`src/rtl/cal_servo_pkg.sv`:
```
package cal_servo_pkg;

    // Direction chosen at an adjustment decision
    typedef enum logic [1:0] {
        STEP_HOLD = 2'd0,
        STEP_UP   = 2'd1,
        STEP_DOWN = 2'd2
    } step_dir_e;

endpackage

```
`src/rtl/cal_grp_pacer.sv`:
```
// Counts qualified pixels inside the dark window and flags the last pixel
// of each decision group (long first group, shorter later groups).
module cal_grp_pacer #(
    parameter int FIRST_LEN = 8,
    parameter int NEXT_LEN  = 6
) (
    input  logic clk,
    input  logic rst_n,
    input  logic blk_win,
    input  logic smp_vld,
    output logic grp_done
);

    localparam int MAX_LEN = (FIRST_LEN > NEXT_LEN) ? FIRST_LEN : NEXT_LEN;
    localparam int CNT_W   = (MAX_LEN > 1) ? $clog2(MAX_LEN) : 1;
    localparam logic [CNT_W-1:0] FIRST_LAST = CNT_W'(FIRST_LEN - 1);
    localparam logic [CNT_W-1:0] NEXT_LAST  = CNT_W'(NEXT_LEN - 1);

    typedef struct packed {
        logic [CNT_W-1:0] cnt;
        logic             first;
    } pacer_st_t;

    pacer_st_t st_q, st_d;
    logic      pix_ok;
    logic [CNT_W-1:0] last_idx;

    always_comb begin
        st_d     = st_q;
        pix_ok   = blk_win && smp_vld;
        last_idx = st_q.first ? FIRST_LAST : NEXT_LAST;
        grp_done = pix_ok && (st_q.cnt == last_idx);

        if (!blk_win) begin
            // window closed: drop any unfinished group, rearm long group
            st_d.cnt   = '0;
            st_d.first = 1'b1;
        end else if (pix_ok) begin
            if (grp_done) begin
                st_d.cnt   = '0;
                st_d.first = 1'b0;
            end else begin
                st_d.cnt = st_q.cnt + CNT_W'(1);
            end
        end
    end

    always_ff @(posedge clk or negedge rst_n) begin
        if (!rst_n) begin
            st_q.cnt   <= '0;
            st_q.first <= 1'b1;
        end else begin
            st_q <= st_d;
        end
    end

endmodule

```
`src/rtl/cal_dir_decide.sv`:
```
// Compares a sample with the zero-widened target and picks a step direction.
module cal_dir_decide
    import cal_servo_pkg::*;
#(
    parameter int ADC_W = 10,
    parameter int TGT_W = 8
) (
    input  logic [ADC_W-1:0] smp_code,
    input  logic [TGT_W-1:0] tgt_lvl,
    output step_dir_e        dir
);

    logic [ADC_W-1:0] tgt_wide;

    generate
        if (ADC_W > TGT_W) begin : g_widen
            assign tgt_wide = {{(ADC_W - TGT_W){1'b0}}, tgt_lvl};
        end else begin : g_same
            assign tgt_wide = tgt_lvl[ADC_W-1:0];
        end
    endgenerate

    always_comb begin
        if (smp_code < tgt_wide) begin
            dir = STEP_UP;
        end else if (smp_code > tgt_wide) begin
            dir = STEP_DOWN;
        end else begin
            dir = STEP_HOLD;
        end
    end

endmodule

```
`src/rtl/cal_dac_accum.sv`:
```
// Holds the offset DAC code and applies saturating single-step moves.
module cal_dac_accum
    import cal_servo_pkg::*;
#(
    parameter int DAC_W = 9
) (
    input  logic             clk,
    input  logic             rst_n,
    input  logic             grp_done,
    input  step_dir_e        dir,
    output logic [DAC_W-1:0] dac_code,
    output logic             adj_pulse
);

    localparam logic [DAC_W-1:0] DAC_MID = DAC_W'(1) << (DAC_W - 1);
    localparam logic [DAC_W-1:0] DAC_TOP = {DAC_W{1'b1}};

    typedef struct packed {
        logic [DAC_W-1:0] dac;
        logic             pulse;
    } accum_st_t;

    accum_st_t st_q, st_d;

    always_comb begin
        st_d       = st_q;
        st_d.pulse = grp_done;
        if (grp_done) begin
            case (dir)
                STEP_UP:   if (st_q.dac != DAC_TOP) st_d.dac = st_q.dac + DAC_W'(1);
                STEP_DOWN: if (st_q.dac != '0)      st_d.dac = st_q.dac - DAC_W'(1);
                default:   st_d.dac = st_q.dac;
            endcase
        end
    end

    always_ff @(posedge clk or negedge rst_n) begin
        if (!rst_n) begin
            st_q.dac   <= DAC_MID;
            st_q.pulse <= 1'b0;
        end else begin
            st_q <= st_d;
        end
    end

    assign dac_code  = st_q.dac;
    assign adj_pulse = st_q.pulse;

endmodule

```
`src/rtl/cal_offset_servo.sv`:
```
// Black-level offset calibration servo: top level.
module cal_offset_servo
    import cal_servo_pkg::*;
#(
    parameter int ADC_W     = 10,
    parameter int TGT_W     = 8,
    parameter int DAC_W     = 9,
    parameter int FIRST_LEN = 8,
    parameter int NEXT_LEN  = 6
) (
    input  logic             clk,
    input  logic             rst_n,
    input  logic             smp_vld,
    input  logic [ADC_W-1:0] smp_code,
    input  logic             blk_win,
    input  logic [TGT_W-1:0] tgt_lvl,
    output logic [DAC_W-1:0] dac_code,
    output logic             adj_pulse
);

    logic      grp_done;
    step_dir_e dir;

    cal_grp_pacer #(
        .FIRST_LEN (FIRST_LEN),
        .NEXT_LEN  (NEXT_LEN)
    ) u_pacer (
        .clk      (clk),
        .rst_n    (rst_n),
        .blk_win  (blk_win),
        .smp_vld  (smp_vld),
        .grp_done (grp_done)
    );

    cal_dir_decide #(
        .ADC_W (ADC_W),
        .TGT_W (TGT_W)
    ) u_decide (
        .smp_code (smp_code),
        .tgt_lvl  (tgt_lvl),
        .dir      (dir)
    );

    cal_dac_accum #(
        .DAC_W (DAC_W)
    ) u_accum (
        .clk       (clk),
        .rst_n     (rst_n),
        .grp_done  (grp_done),
        .dir       (dir),
        .dac_code  (dac_code),
        .adj_pulse (adj_pulse)
    );

endmodule

```
`config.mk`:
```
export PLATFORM = sky130hd
export DESIGN_NAME = cal_offset_servo
export DESIGN_NICKNAME = d
export VERILOG_FILES = /design/src/rtl/cal_servo_pkg.sv /design/src/rtl/cal_grp_pacer.sv /design/src/rtl/cal_dir_decide.sv /design/src/rtl/cal_dac_accum.sv /design/src/rtl/cal_offset_servo.sv
export SDC_FILE = /design/constraint.sdc
export NUM_CORES = 1
export LEC_CHECK = 0
export ABC_CLOCK_PERIOD_IN_PS = 3400
export CORE_MARGIN = 3
export CORE_UTILIZATION = 45
export CTS_CLUSTER_DIAMETER = 80
export DETAILED_ROUTE_END_ITERATION = 6
export PLACE_DENSITY = 0.76
export SETUP_SLACK_MARGIN = 0.3
export SLEW_MARGIN = 40
export SYNTH_ARGS = -nofsm -noshare
export SYNTH_HDL_FRONTEND = slang
export SYNTH_HIERARCHICAL = 1
export SYNTH_SLANG_ARGS = --single-unit
```
`constraint.sdc`:
```
create_clock -name clk -period 3.4 [get_ports clk]
set_input_delay 1.02 -clock clk [delete_from_list [all_inputs] [get_ports clk]]
set_output_delay 1.02 -clock clk [all_outputs]
set_load 0.01 [all_outputs]
```
# After elaboration in Yosys (flattened, before gate mapping)

Index checks and enable logic that the tools add are counted.

Register bits: 14
Bits of input ports: 22
Logic and storage cells: 33

Add/sub/neg operators: 3
Magnitude comparators: 2
Equal/unequal tests: 8
Multiplexer cells: 10
Reductions and logical operators: 6

Operator list:

| cell                | count |
|---|---|
| $mux 9              | 2 |
| $pmux 9 s2          | 1 |
| $gt 10x8->1         | 1 |
| $lt 10x8->1         | 1 |
| $add 9x1->9 const B | 1 |
| $ne 9x9->1 const B  | 1 |
| $reduce_bool 9->1   | 1 |
| $sub 9x1->9 const B | 1 |
| $mux 4              | 2 |
| $ne 2x1->1 const B  | 4 |
| $mux 2              | 3 |
| $reduce_and 4->1    | 1 |
| $add 3x1->3 const B | 1 |
| $eq 3x3->1          | 1 |
| $mux 3              | 1 |
| $eq 2x1->1 const B  | 1 |
| $eq 2x2->1 const B  | 1 |
| $logic_and 1x1->1   | 2 |
| $reduce_and 2->1    | 1 |
| $reduce_bool 2->1   | 1 |
| $mux 1              | 1 |

# Longest topological paths before layout

Depth in word-level cells: 6
Mapped depth: 14
Depth with buffers taken out: 13

# By module

The synthesis kept the hierarchy.

Modules (own cells, without submodules):

| module         | times used | cells an instance | area an instance (µm²) |
|---|---|---|---|
| cal_dac_accum  | 1          | 70                | 695.7 |
| cal_dir_decide | 1          | 32                | 232.7 |
| cal_grp_pacer  | 1          | 24                | 230.2 |

# Worst setup path after synthesis

No wires, ideal clock.

Path type: input to register
Start point: input tgt_lvl[5]
End point: register u_accum.st_q, in the netlist u_accum/dac_code[8]
Arrival time: 3.840 ns
Path slack: -0.515 ns
Stages on the path: 13
Cells stage by stage: inv_1 > ha_1 > nand4_1 > o221a_1 > a21boi_0 > nand2b_1 > buf_2 > xnor2_1 > ha_1 > nand2_1 > or4b_2 > a21oi_1 > mux2i_1

Word-level cells in the longest chain between the ends: 6
Elaborated cells between the ends (all ways): 11
Classes of those cells: order compare: 2; eq/ne: 4; mux: 3; reduce/logical: 2

RTL lines:

| item                                                             | RTL line               | source |
|---|---|---|
| start, declared                                                  | cal_offset_servo.sv:16 | `input logic [TGT_W-1:0] tgt_lvl,` |
| $gt 10x8->1                                                      | cal_dir_decide.sv:26   | `end else if (smp_code > tgt_wide) begin` |
| $mux 2                                                           | cal_dir_decide.sv:26   |  |
| $mux 2 (*)                                                       | cal_dir_decide.sv:24   | `if (smp_code < tgt_wide) begin` |
| named net dir[1]                                                 | cal_offset_servo.sv:22 | `step_dir_e dir;` |
| $eq 2x2->1 / $eq 2x1->1 (equally long branches)                  | cal_dac_accum.sv:29    | `case (dir)` |
| $ne 2x1->1 (no line) / $reduce_bool 2->1 (equally long branches) | n/a                    |  |
| $reduce_and 4->1 (no line)                                       | n/a                    |  |
| end signal, assigned                                             | cal_dac_accum.sv:42    | `st_q <= st_d;` |
| end, declared                                                    | cal_dac_accum.sv:23    | `accum_st_t st_q, st_d;` |

The timed path passes the listed nets; every way through them passes the cells marked *.
A chain may end at the register's enable or synchronous reset.

# Worst setup path in the final report

Start point: input tgt_lvl[4]
End point: register u_accum.st_q, in the netlist u_accum/dac_code[8]

The elaborated chain is that of the path after synthesis.

==> results.ini <==
[clock_network]
cts_buffer_depth=2
cts-root-buf=clkbuf_4
cts_tree=done
clk_latency_ps=280
clock-sinks=14
htree_levels=1
cts.reportedPaths.clkPinSlew_ps=80
cts_made_buffers=3

[detailed_routing]
wl_per_cell_um=18.4
antenna_left=0
drc=0
initialDrtViolationCount=30
wl_mm=3.75
via_count=1214
avgViaCountPerCell=5.95
detail_route.first_pass.iterations=4

[worst_setup_path]
arrival_ps=3570
crit_fanout=3
path_cells=buf_8, inv_6, ha_4, nand4_1, buf_4, buf_4, nor2_2, mux2i_1, a21boi_4, nand2b_4, xnor2_4, ha_4, nand2_2, or4b_4, a21oi_4, mux2i_1
path_class=in2reg
end_kind=register
worstPathRequired_ps=3610
crit_family=simple AND/OR/NAND/NOR gates
crit_buf_inv=4
critical_path.max_stage_delay_ps=510
crit_slowest_cell=or4b_4
crit_path_start_kind=primary input

[sta]
worst_pin_slew_ps=659
clock_skew_ps=0.918
slew_headroom_pct=55.9
rsz0062_at_grt=yes
period_minus_slack_ps=3360
tns_ps=0
finalCritPeriodShare_pct=98.8
hold_viol=0
drv_slew=0
finalSetupViolations=0
max_clock_freq_mhz=298

[grt]
grt_pass1_vias=1239
grt_pass1_wl_mm=5.57
track_usage_pct=22.0
grt-ovfl-total=0
antenna_found_initial=0
grt_max_degree=15

[floorplan]
coreArea_um2=2320
dieArea_um2=3220
rows=17
start_util_pct=50.0
num_io_pins=32
die_y_um=56.7
die_w_um=56.7

[flow_run]
drv_cap=0

[synth]
synth_area_um2=1160
ys_async_sr_fraction_pct=100
ys.warnings.count=6
yosys.area_share.adder_pct=10.8
ys_seq_area_share_pct=30.5
synth_top_family_by_area=simple AND/OR/NAND/NOR gates
synth_edf_count=0
synth_fp_nets=158
avgSynthCellArea_um2=9.20
yosysUniqueCellTypes=42
ys.flop_type=dfrtp_1
synth_cells=126
synth_mux_area_share_pct=6.48
ys_seq_elements=14
synth_xor_area_share_pct=7.56
synth-simple-area-share_pct=24.8
synth_compound_area_share_pct=12.7

[cells_and_area]
mostFrequentLayoutCell=buf_4
syn_to_final_growth_pct=67.9
mostFrequentLayoutCells=15 x buf_4, 13 x clkdlybuf4s50_1, 12 x dfrtp_1
drive_above_1_share_pct=46.6
antenna_cells=0
final_nets=209
final_cells=204

[power_and_ir_drop]
p_per_area_nw_per_um2=251
comb_power_share_pct=38.1
netSwitchingFraction_pct=30.2
p_total_uw=488
p_leak_nw=0.884
p_sw_uw=148
ir_drop_uv=286
p_int_uw=341
p_seq_share_pct=37.5
power_frac_clock_pct=24.4

[placement]
dp_hpwl_mm=2.35
portBuffers=31
dp_cells=192
routabilityCongestion=0.878

[min_path]
hp-class=reg2reg

[outcome]
status=finished, final reports clean

## metal layers
metal / global-route usage (%) / share of wire, % / vias to the layer above
li1: - / - / 552
met1: 24.3 / 38 / 584
met2: 40.6 / 53 / 60
met3: 6.44 / 6.3 / 18
met4: 5.63 / 3.0 / 0
met5: 0 / 0 / -
## flip-flops by register name, summed over array words and instances, names as in the netlist
register	flops
u_accum/adj_pulse	1
u_pacer/st_q	4
u_accum/dac_code	9
## cells by family after synthesis
logic type	after synthesis
muxes	7
adders and majority gates	10
AOI/OAI and AO/OA	17
DFF	14
buffers and inverters	19
and+or+nand+nor	49
xor gates and xnor gates	10
## layout make-up
class | instances | area, µm²
clock buffer | 4 | 36.3
tap | 28 | 35.0
inverter | 14 | 67.6
sequential | 14 | 353
fill | 127 | 373
timing repair buffer | 51 | 480
multi-input combinational | 93 | 973
## power groups by stage
stage	logic (mW)	clock network (mW)	registers, mW
after floorplan	0.0831	0	0.182
after global placement	0.133	0	0.185
after detailed placement	0.139	0	0.186
final	0.186	0.119	0.183
after global routing	0.197	0.136	0.184
after CTS	0.168	0.124	0.183
## cell usage after synthesis, types with 2 or more instances
library cell	instances	area (µm²)
a211oi_1	3	22.5
a21oi_1	5	25.0
and3_1	2	12.5
buf_2	2	10.0
dfrtp_1	12	300
dfstp_2	2	52.6
ha_1	10	125
inv_1	14	52.6
mux2i_1	6	60.1
nand2_1	10	37.5
nand3_1	4	20.0
nand4_1	7	43.8
nor2_1	8	30.0
nor3_1	2	10.0
or3_1	3	18.8
or4_1	2	15.0
xor2_1	9	78.8
## path summary, 6_finish.rpt
| path | startpoint | endpoint | slack [ps] | cells after the start |
|---|---|---|---|---|
| max in group asynchronous | rst_n | u_accum/dac_code[1] | 1840 | 1 |
| worst min-delay path | u_pacer/st_q[0] | u_pacer/st_q[0] | 490 | 2 |
| worst max-delay path | tgt_lvl[4] | u_accum/dac_code[8] | 40 | 16 |
| worst min register to register | u_pacer/st_q[0] | u_pacer/st_q[0] | 490 | 2 |
| worst max register to register | u_accum/dac_code[3] | u_accum/dac_code[6] | 1360 | 5 |
| min in group asynchronous | rst_n | u_accum/adj_pulse | 1140 | 1 |
## what timing repair did
| action | CTS | global route |
|---|---|---|
| buffers inserted | 6 | 2 |
| endpoints found under the hold margin | 0 | 0 |
| endpoints found under the setup margin | 9 | 9 |
| hold buffers | 0 | 0 |
| pin swaps | 22 | 9 |
| gates resized for setup | 89 | 9 |
## tightest hold or removal path: stages (launching register included)
cell and delay, ps:
dfstp_2 390, nand2_1 50, nand2_1 50
## stage by stage
stage                     area, µm²  setup WS, ps  hold slack (ps)  util (%)
after floorplan                1300          -121              460         -
after global placement         1700          -546              475      73.3
after detailed placement       1700          -629              482      73.3
after CTS                      1900          90.7              494      82.0
after global routing           1950          25.7              514      83.9
final                          1950          41.0              495      83.9
Note: power is estimated with default switching activity, not from simulation.
